`src/rtl/lstm_mvu_pkg.sv`:
```
// Shared definitions for the fused LSTM gate unit.
// Assumes: nothing beyond IEEE 1800-2017.
package lstm_mvu_pkg;

    localparam int GATES = 3;

    typedef enum logic [2:0] {
        ST_IDLE,
        ST_LOADX,
        ST_MAC,
        ST_EMIT,
        ST_FIN
    } mvu_state_t;

endpackage

```
`src/rtl/lstm_mvu_opnd.sv`:
```
// Operand store: the x(t) buffer and the h(t-1) RAM, read as one concatenated
// vector in which columns below m come from x and the rest from hidden RAM.
// Assumes: rd_col < m + n; storage needs no reset because every x word is written
// before use and hidden entries are written by the caller before a pass.
module lstm_mvu_opnd #(
    parameter int DW    = 16,
    parameter int MAX_M = 8,
    parameter int MAX_N = 8,
    localparam int XAW  = $clog2(MAX_M),
    localparam int HAW  = $clog2(MAX_N),
    localparam int MW   = $clog2(MAX_M + 1),
    localparam int CW   = $clog2(MAX_M + MAX_N + 1)
) (
    input  logic                 clk,
    input  logic                 x_we,
    input  logic [XAW-1:0]       x_addr,
    input  logic signed [DW-1:0] x_wdata,
    input  logic                 h_we,
    input  logic [HAW-1:0]       h_addr,
    input  logic signed [DW-1:0] h_wdata,
    input  logic [MW-1:0]        m_len,
    input  logic [CW-1:0]        rd_col,
    output logic signed [DW-1:0] operand
);

    logic signed [DW-1:0] xbuf [MAX_M];
    logic signed [DW-1:0] hram [MAX_N];
    logic [CW-1:0]        hidx;

    // Capture input words as they are accepted.
    always_ff @(posedge clk) begin
        if (x_we) xbuf[x_addr] <= x_wdata;
    end

    // Hidden state writes from the producer of h(t-1).
    always_ff @(posedge clk) begin
        if (h_we) hram[h_addr] <= h_wdata;
    end

    // Select x or h by column position.
    always_comb begin
        hidx = rd_col - CW'(m_len);
        if (rd_col < CW'(m_len)) operand = xbuf[rd_col[XAW-1:0]];
        else                     operand = hram[hidx[HAW-1:0]];
    end

endmodule

```
`src/rtl/lstm_mvu_mac.sv`:
```
// Multiply-accumulate lane: sums one row of products and, on the row's last beat,
// rounds half up and saturates the total back to the operand format.
// Assumes: ACCW >= 2*DW and a row is short enough not to wrap the accumulator.
module lstm_mvu_mac #(
    parameter int DW   = 16,
    parameter int FRAC = 12,
    parameter int ACCW = 40
) (
    input  logic                 clk,
    input  logic                 rst_n,
    input  logic                 beat,
    input  logic                 last,
    input  logic signed [DW-1:0] w,
    input  logic signed [DW-1:0] op,
    output logic signed [DW-1:0] result
);

    localparam logic signed [ACCW-1:0] HALF = ACCW'(1) << (FRAC - 1);
    localparam logic signed [ACCW-1:0] HI   = ACCW'((64'sd1 <<< (DW - 1)) - 1);
    localparam logic signed [ACCW-1:0] LO   = ~HI;

    logic signed [2*DW-1:0] prod;
    logic signed [ACCW-1:0] acc, sum, rnd;
    logic signed [DW-1:0]   sat;

    // Product, running sum and the rounded, clamped row result.
    always_comb begin
        prod = w * op;
        sum  = acc + {{(ACCW - 2*DW){prod[2*DW-1]}}, prod};
        rnd  = (sum + HALF) >>> FRAC;
        if (rnd > HI)      sat = HI[DW-1:0];
        else if (rnd < LO) sat = LO[DW-1:0];
        else               sat = rnd[DW-1:0];
    end

    // Accumulate per beat; close the row on its last beat.
    always_ff @(posedge clk) begin
        if (!rst_n) begin
            acc    <= '0;
            result <= '0;
        end else if (beat) begin
            if (last) begin
                acc    <= '0;
                result <= sat;
            end else begin
                acc <= sum;
            end
        end
    end

endmodule

```
`src/rtl/lstm_mvu_demux.sv`:
```
// Gate demultiplexer: offers the single row result on the stream of its gate and
// reports when that stream accepts it.
// Assumes: gate < GATES while valid is high.
module lstm_mvu_demux
    import lstm_mvu_pkg::*;
#(
    parameter int DW = 16,
    parameter int TW = 3
) (
    input  logic                valid,
    input  logic [1:0]          gate,
    input  logic [DW-1:0]       data,
    input  logic [TW-1:0]       tag,
    input  logic [GATES-1:0]    out_ready,
    output logic [GATES-1:0]    out_valid,
    output logic [GATES*DW-1:0] out_data,
    output logic [GATES*TW-1:0] out_tag,
    output logic                taken
);

    // One stream slice per gate.
    for (genvar g = 0; g < GATES; g++) begin : g_slice
        assign out_valid[g]            = valid && (gate == 2'(g));
        assign out_data[g*DW +: DW]    = data;
        assign out_tag[g*TW +: TW]     = tag;
    end

    assign taken = |(out_valid & out_ready);

endmodule

```
`src/rtl/lstm_gate_mvu.sv`:
```
// Fused three-gate matrix-vector unit: loads x(t), streams a stacked 3n x (m+n)
// weight matrix row by row against [x(t), h(t-1)], and emits one rounded Q4.12
// word per row on the stream of the gate that row belongs to.
// Assumes: 1 <= cfg_m <= MAX_M, 1 <= cfg_n <= MAX_N; hidden RAM written while idle.
module lstm_gate_mvu
    import lstm_mvu_pkg::*;
#(
    parameter int DW    = 16,
    parameter int FRAC  = 12,
    parameter int ACCW  = 40,
    parameter int MAX_M = 8,
    parameter int MAX_N = 8,
    localparam int MW   = $clog2(MAX_M + 1),
    localparam int NW   = $clog2(MAX_N + 1),
    localparam int XAW  = $clog2(MAX_M),
    localparam int HAW  = $clog2(MAX_N),
    localparam int CW   = $clog2(MAX_M + MAX_N + 1)
) (
    input  logic                 clk,
    input  logic                 rst_n,
    input  logic                 start,
    input  logic [MW-1:0]        cfg_m,
    input  logic [NW-1:0]        cfg_n,
    output logic                 busy,
    output logic                 done,
    input  logic                 x_valid,
    output logic                 x_ready,
    input  logic [DW-1:0]        x_data,
    input  logic                 w_valid,
    output logic                 w_ready,
    input  logic [DW-1:0]        w_data,
    input  logic                 h_wr_en,
    input  logic [HAW-1:0]       h_wr_addr,
    input  logic [DW-1:0]        h_wr_data,
    output logic [GATES-1:0]     gate_valid,
    input  logic [GATES-1:0]     gate_ready,
    output logic [GATES*DW-1:0]  gate_data,
    output logic [GATES*HAW-1:0] gate_tag
);

    mvu_state_t           state;
    logic [MW-1:0]        m_r;
    logic [NW-1:0]        n_r;
    logic [CW-1:0]        col;
    logic [1:0]           gate;
    logic [HAW-1:0]       lane;
    logic                 x_fire, w_fire, out_fire;
    logic                 x_last, col_last, lane_last;
    logic signed [DW-1:0] operand, result;

    // Handshake and end-of-count decodes.
    always_comb begin
        x_ready   = (state == ST_LOADX);
        w_ready   = (state == ST_MAC);
        busy      = (state != ST_IDLE) && (state != ST_FIN);
        done      = (state == ST_FIN);
        x_fire    = x_valid && x_ready;
        w_fire    = w_valid && w_ready;
        x_last    = (col == CW'(m_r) - CW'(1));
        col_last  = (col == CW'(m_r) + CW'(n_r) - CW'(1));
        lane_last = (lane == HAW'(n_r - NW'(1)));
    end

    // Pass sequencer: load x, run each row, hand off each result.
    always_ff @(posedge clk) begin
        if (!rst_n) begin
            state <= ST_IDLE;
            m_r   <= '0;
            n_r   <= '0;
            col   <= '0;
            gate  <= '0;
            lane  <= '0;
        end else begin
            case (state)
                ST_IDLE: if (start) begin
                    m_r   <= cfg_m;
                    n_r   <= cfg_n;
                    col   <= '0;
                    gate  <= '0;
                    lane  <= '0;
                    state <= ST_LOADX;
                end
                ST_LOADX: if (x_fire) begin
                    col <= x_last ? '0 : col + CW'(1);
                    if (x_last) state <= ST_MAC;
                end
                ST_MAC: if (w_fire) begin
                    col <= col_last ? '0 : col + CW'(1);
                    if (col_last) state <= ST_EMIT;
                end
                ST_EMIT: if (out_fire) begin
                    if (!lane_last) begin
                        lane  <= lane + HAW'(1);
                        state <= ST_MAC;
                    end else begin
                        lane <= '0;
                        if (gate == 2'(GATES - 1)) begin
                            state <= ST_FIN;
                        end else begin
                            gate  <= gate + 2'd1;
                            state <= ST_MAC;
                        end
                    end
                end
                ST_FIN:  state <= ST_IDLE;
                default: state <= ST_IDLE;
            endcase
        end
    end

    lstm_mvu_opnd #(.DW(DW), .MAX_M(MAX_M), .MAX_N(MAX_N)) u_opnd (
        .clk     (clk),
        .x_we    (x_fire),
        .x_addr  (col[XAW-1:0]),
        .x_wdata (x_data),
        .h_we    (h_wr_en),
        .h_addr  (h_wr_addr),
        .h_wdata (h_wr_data),
        .m_len   (m_r),
        .rd_col  (col),
        .operand (operand)
    );

    lstm_mvu_mac #(.DW(DW), .FRAC(FRAC), .ACCW(ACCW)) u_mac (
        .clk    (clk),
        .rst_n  (rst_n),
        .beat   (w_fire),
        .last   (col_last),
        .w      (w_data),
        .op     (operand),
        .result (result)
    );

    lstm_mvu_demux #(.DW(DW), .TW(HAW)) u_demux (
        .valid     (state == ST_EMIT),
        .gate      (gate),
        .data      (result),
        .tag       (lane),
        .out_ready (gate_ready),
        .out_valid (gate_valid),
        .out_data  (gate_data),
        .out_tag   (gate_tag),
        .taken     (out_fire)
    );

endmodule

```
`config.mk`:
```
export PLATFORM = sky130hd
export DESIGN_NAME = lstm_gate_mvu
export DESIGN_NICKNAME = d
export VERILOG_FILES = /design/src/rtl/lstm_mvu_pkg.sv /design/src/rtl/lstm_mvu_opnd.sv /design/src/rtl/lstm_mvu_mac.sv /design/src/rtl/lstm_mvu_demux.sv /design/src/rtl/lstm_gate_mvu.sv
export SDC_FILE = /design/constraint.sdc
export NUM_CORES = 1
export LEC_CHECK = 0
export ABC_AREA = 1
export CAP_MARGIN = 20
export CELL_PAD_IN_SITES_DETAIL_PLACEMENT = 1
export CELL_PAD_IN_SITES_GLOBAL_PLACEMENT = 1
export CORE_UTILIZATION = 24
export DETAILED_ROUTE_END_ITERATION = 10
export DONT_BUFFER_PORTS = 1
export GPL_TIMING_DRIVEN = 0
export PLACE_DENSITY_LB_ADDON = 0.25
export SLEW_MARGIN = 20
export SYNTH_ARGS = -nofsm -noshare
export SYNTH_HDL_FRONTEND = slang
export SYNTH_SLANG_ARGS = --single-unit
```
`constraint.sdc`:
```
create_clock -name clk -period 17.8 [get_ports clk]
set_clock_uncertainty 0.2 [all_clocks]
set_input_delay 1.78 -clock clk [delete_from_list [all_inputs] [get_ports clk]]
set_output_delay 1.78 -clock clk [all_outputs]
set_load 0.01 [all_outputs]
```
==> flow_metrics.env <==
export IMPL_status="complete, no violations"
export IMPL_cts_buffers=39
export IMPL_hpwl_mm=76.1
export IMPL_post_cts_resized=0
export IMPL_netlist_area_sq_um=28500
export IMPL_top_usage_layer="met2"
export IMPL_cts_tree="done"
export IMPL_clock_path_buffers=3
export IMPL_path_max_fanout=10
export IMPL_fp_coreArea_sq_um=117000
export IMPL_htree_levels=2
export IMPL_cts_root_buf="clkbuf_16"
export IMPL_ys_async_sr_fraction_pct=0
export IMPL_grt_use_met1_pct=21.5
export IMPL_synth_seq_cells=336
export IMPL_die_y_um=346
export IMPL_ys_types=52
export IMPL_clk_latency_ns=0.57
export IMPL_antenna_found_initial=0
export IMPL_viasPerCell=4.39
export IMPL_yosysWarningCount=0
export IMPL_met2_usage_pct=26.7
export IMPL_start_util_pct=24.4
export IMPL_required_ns=18.07
export IMPL_synth_edff_count=256
export IMPL_cp_end_kind="register"
export IMPL_grt_pass1_wl_mm=146
export IMPL_netlist_instances=3426
export IMPL_period_needed_ns=14.42
export IMPL_met3_usage_pct=2.09
export IMPL_ys_seq_area_share_pct=32.6
export IMPL_maxSlewHeadroom_pct=26.9
export IMPL_gp_congestion=0.838
export IMPL_grt_usage_pct=15.9
export IMPL_max_slew_worst_pin_slew_ns=1.09
export IMPL_cap_violations=0
export IMPL_grt_pass1_vias=23900
export IMPL_drc=0
export IMPL_wirelength_mm=93.9
export IMPL_rows=125
export IMPL_drt_iter0_markers=1021
export IMPL_die_area_sq_um=120000
export IMPL_critPathLaunch="col[1]"
export IMPL_wl_per_cell_um=18.7
export IMPL_slowest_delay_ns=0.81
export IMPL_final_antenna_net_count=0
export IMPL_die_width_um=346
export IMPL_arrival_ns=14.69
export IMPL_cp_top_family="adder cells"
export IMPL_max_freq_mhz=69.3
export IMPL_critical_path_class="register to register"
export IMPL_tns_ns=0
export IMPL_syn2layout_area_growth_pct=11.8
export IMPL_vias=22100
export IMPL_drtPass1Iterations=4
export IMPL_holdCritPathClass="register to register"
export IMPL_postCtsHoldBufs=0
export IMPL_cp_slowest_cell="a31oi_1"
export IMPL_io_buffers=0
export IMPL_cp_num_buf_inv=12
export IMPL_syn_avg_cell_area_sq_um=8.31
export IMPL_cts_sinks=336
export IMPL_clk_pin_slew_ns=0.06
export IMPL_r2r_slack_ns=3.38
export IMPL_hold_viol=0
export IMPL_cp_start_kind="register"
export IMPL_finalSetupViolCount=0
export IMPL_post_cts_buffers=0
export IMPL_finalCritPeriodShare_pct=81.0
export IMPL_drive_gt1_share_pct=6.62
export IMPL_synth_ff_type="edfxtp_1"
export IMPL_drv_slew=0
export IMPL_pin_count=132
export IMPL_min_delay_start="n_r[3]"
export IMPL_finalNetCount=3951
export IMPL_fill_cells=13900
export IMPL_syn_num_nets=3899
export IMPL_crit_top_cell="nand2_1"
export IMPL_grt_ovfl_total=0
export IMPL_timing_rr_start="col[1]"
export IMPL_rsz0062_at_grt="false"
export IMPL_grt_max_degree=17
export IMPL_diodes=0
## layout make-up
class	instances	area [sq um]	share of cell area [%]
clock buffer	57	1090	3.44
multi-input combinational	2314	16200	50.9
inverter	640	2400	7.55
clock inverter	10	118	0.370
tap	1524	1910	5.99
timing repair buffer	11	125	0.393
buffer	136	679	2.14
sequential	336	9290	29.2
## per-stage QoR
stage	std cells	cell area, sq um	setup slack [ns]	utilization (%)	hold slack, ns
final	5028	31800	3.38	27.2	0.266
after global routing	5028	31800	2.39	27.2	0.289
after CTS	5028	31800	3.21	27.2	0.271
after detailed placement	4961	30600	3.24	26.2	0.263
after global placement	4950	30400	3.24	26.0	0.256
after floorplan	3426	28500	7.31	-	0.233
## kinds of logic after synthesis
kind of cell    share of synthesized area [%]
simple gates                             21.6
compound gates                           7.82
flops                                    32.6
xor+xnor                                 2.28
buf+inv                                  10.8
fa+ha+maj                                24.8
## worst register-to-register path: cells and delay by family (launching register included)
family | cells | cell delay (ns)
fa+ha+maj | 9 | 4.43
compound gates | 11 | 3.50
xor+xnor | 1 | 0.12
buf+inv | 12 | 2.90
flops | 1 | 0.36
simple gates | 20 | 2.81
## placed cells by master, fill, tap and decap left out, types with 7 or more instances in the layout
cell type,count
nand2_1,951
inv_1,624
nor2_1,276
fa_1,266
edfxtp_1,256
a21oi_1,185
ha_1,139
nand3_1,89
clkbuf_1,85
dfxtp_1,80
a32o_1,64
o21ai_0,61
xor2_1,47
buf_4,44
nand2_2,41
clkbuf_16,39
nand4_1,31
nor2_2,30
xnor2_1,24
buf_1,22
nor2_4,20
clkinv_1,14
nor3_1,13
a21oi_2,10
nand3b_1,9
a31oi_1,7
## state kept, by name (all words and copies together), names as in the netlist, named ones only
name and count:
u_opnd.hram 128, u_opnd.xbuf 128, u_mac.acc 40, u_mac.result 16
col 5, m_r 4, n_r 4, lane 3
state 3, gate 2
## worst paths after layout
check,depth (start not counted),end
setup / recovery,53,u_mac.result[3]
hold / removal,2,n_r[3]
hold reg to reg,2,n_r[3]
setup reg to reg,53,u_mac.result[3]
## synth_stat cells, types with 3 or more instances
| cell | count | share of area [%] |
|---|---|---|
| edfxtp_1 | 256 | 27 |
| nor2_4 | 9 | 0.36 |
| xnor2_1 | 24 | 0.74 |
| clkbuf_1 | 73 | 0.96 |
| inv_2 | 6 | 0.079 |
| a21oi_1 | 185 | 3.3 |
| inv_1 | 624 | 8.2 |
| nor2_2 | 26 | 0.57 |
| nand3b_1 | 9 | 0.24 |
| ha_1 | 139 | 6.1 |
| nor2_1 | 291 | 3.8 |
| a21o_1 | 6 | 0.16 |
| or2_2 | 5 | 0.11 |
| a31oi_1 | 7 | 0.15 |
| xor2_1 | 47 | 1.4 |
| nand3_2 | 3 | 0.11 |
| o21ai_1 | 4 | 0.070 |
| o21ai_0 | 63 | 1.1 |
| clkinv_1 | 10 | 0.13 |
| buf_1 | 22 | 0.29 |
| nand2_1 | 951 | 13 |
| a21oi_2 | 10 | 0.31 |
| nor3_4 | 3 | 0.17 |
| fa_1 | 266 | 19 |
| buf_4 | 38 | 1.0 |
| dfxtp_1 | 80 | 5.6 |
| nor3_1 | 15 | 0.26 |
| nand3_1 | 89 | 1.6 |
| o21bai_1 | 5 | 0.13 |
| nand4_1 | 31 | 0.68 |
| a32o_1 | 64 | 2.3 |
| nand2_2 | 41 | 0.90 |
## per-layer routing
layer	share of wire (%)	vias up	routed length, um
met5	0	-	0
met4	2.0	0	1870
met3	2.9	77	2700
met2	48	244	44800
met1	47	11000	44600
li1	-	10800	-
Power is left out: the tool's default activity adds up to more than one toggle a clock period on the data nets, which glitch-free logic cannot reach.
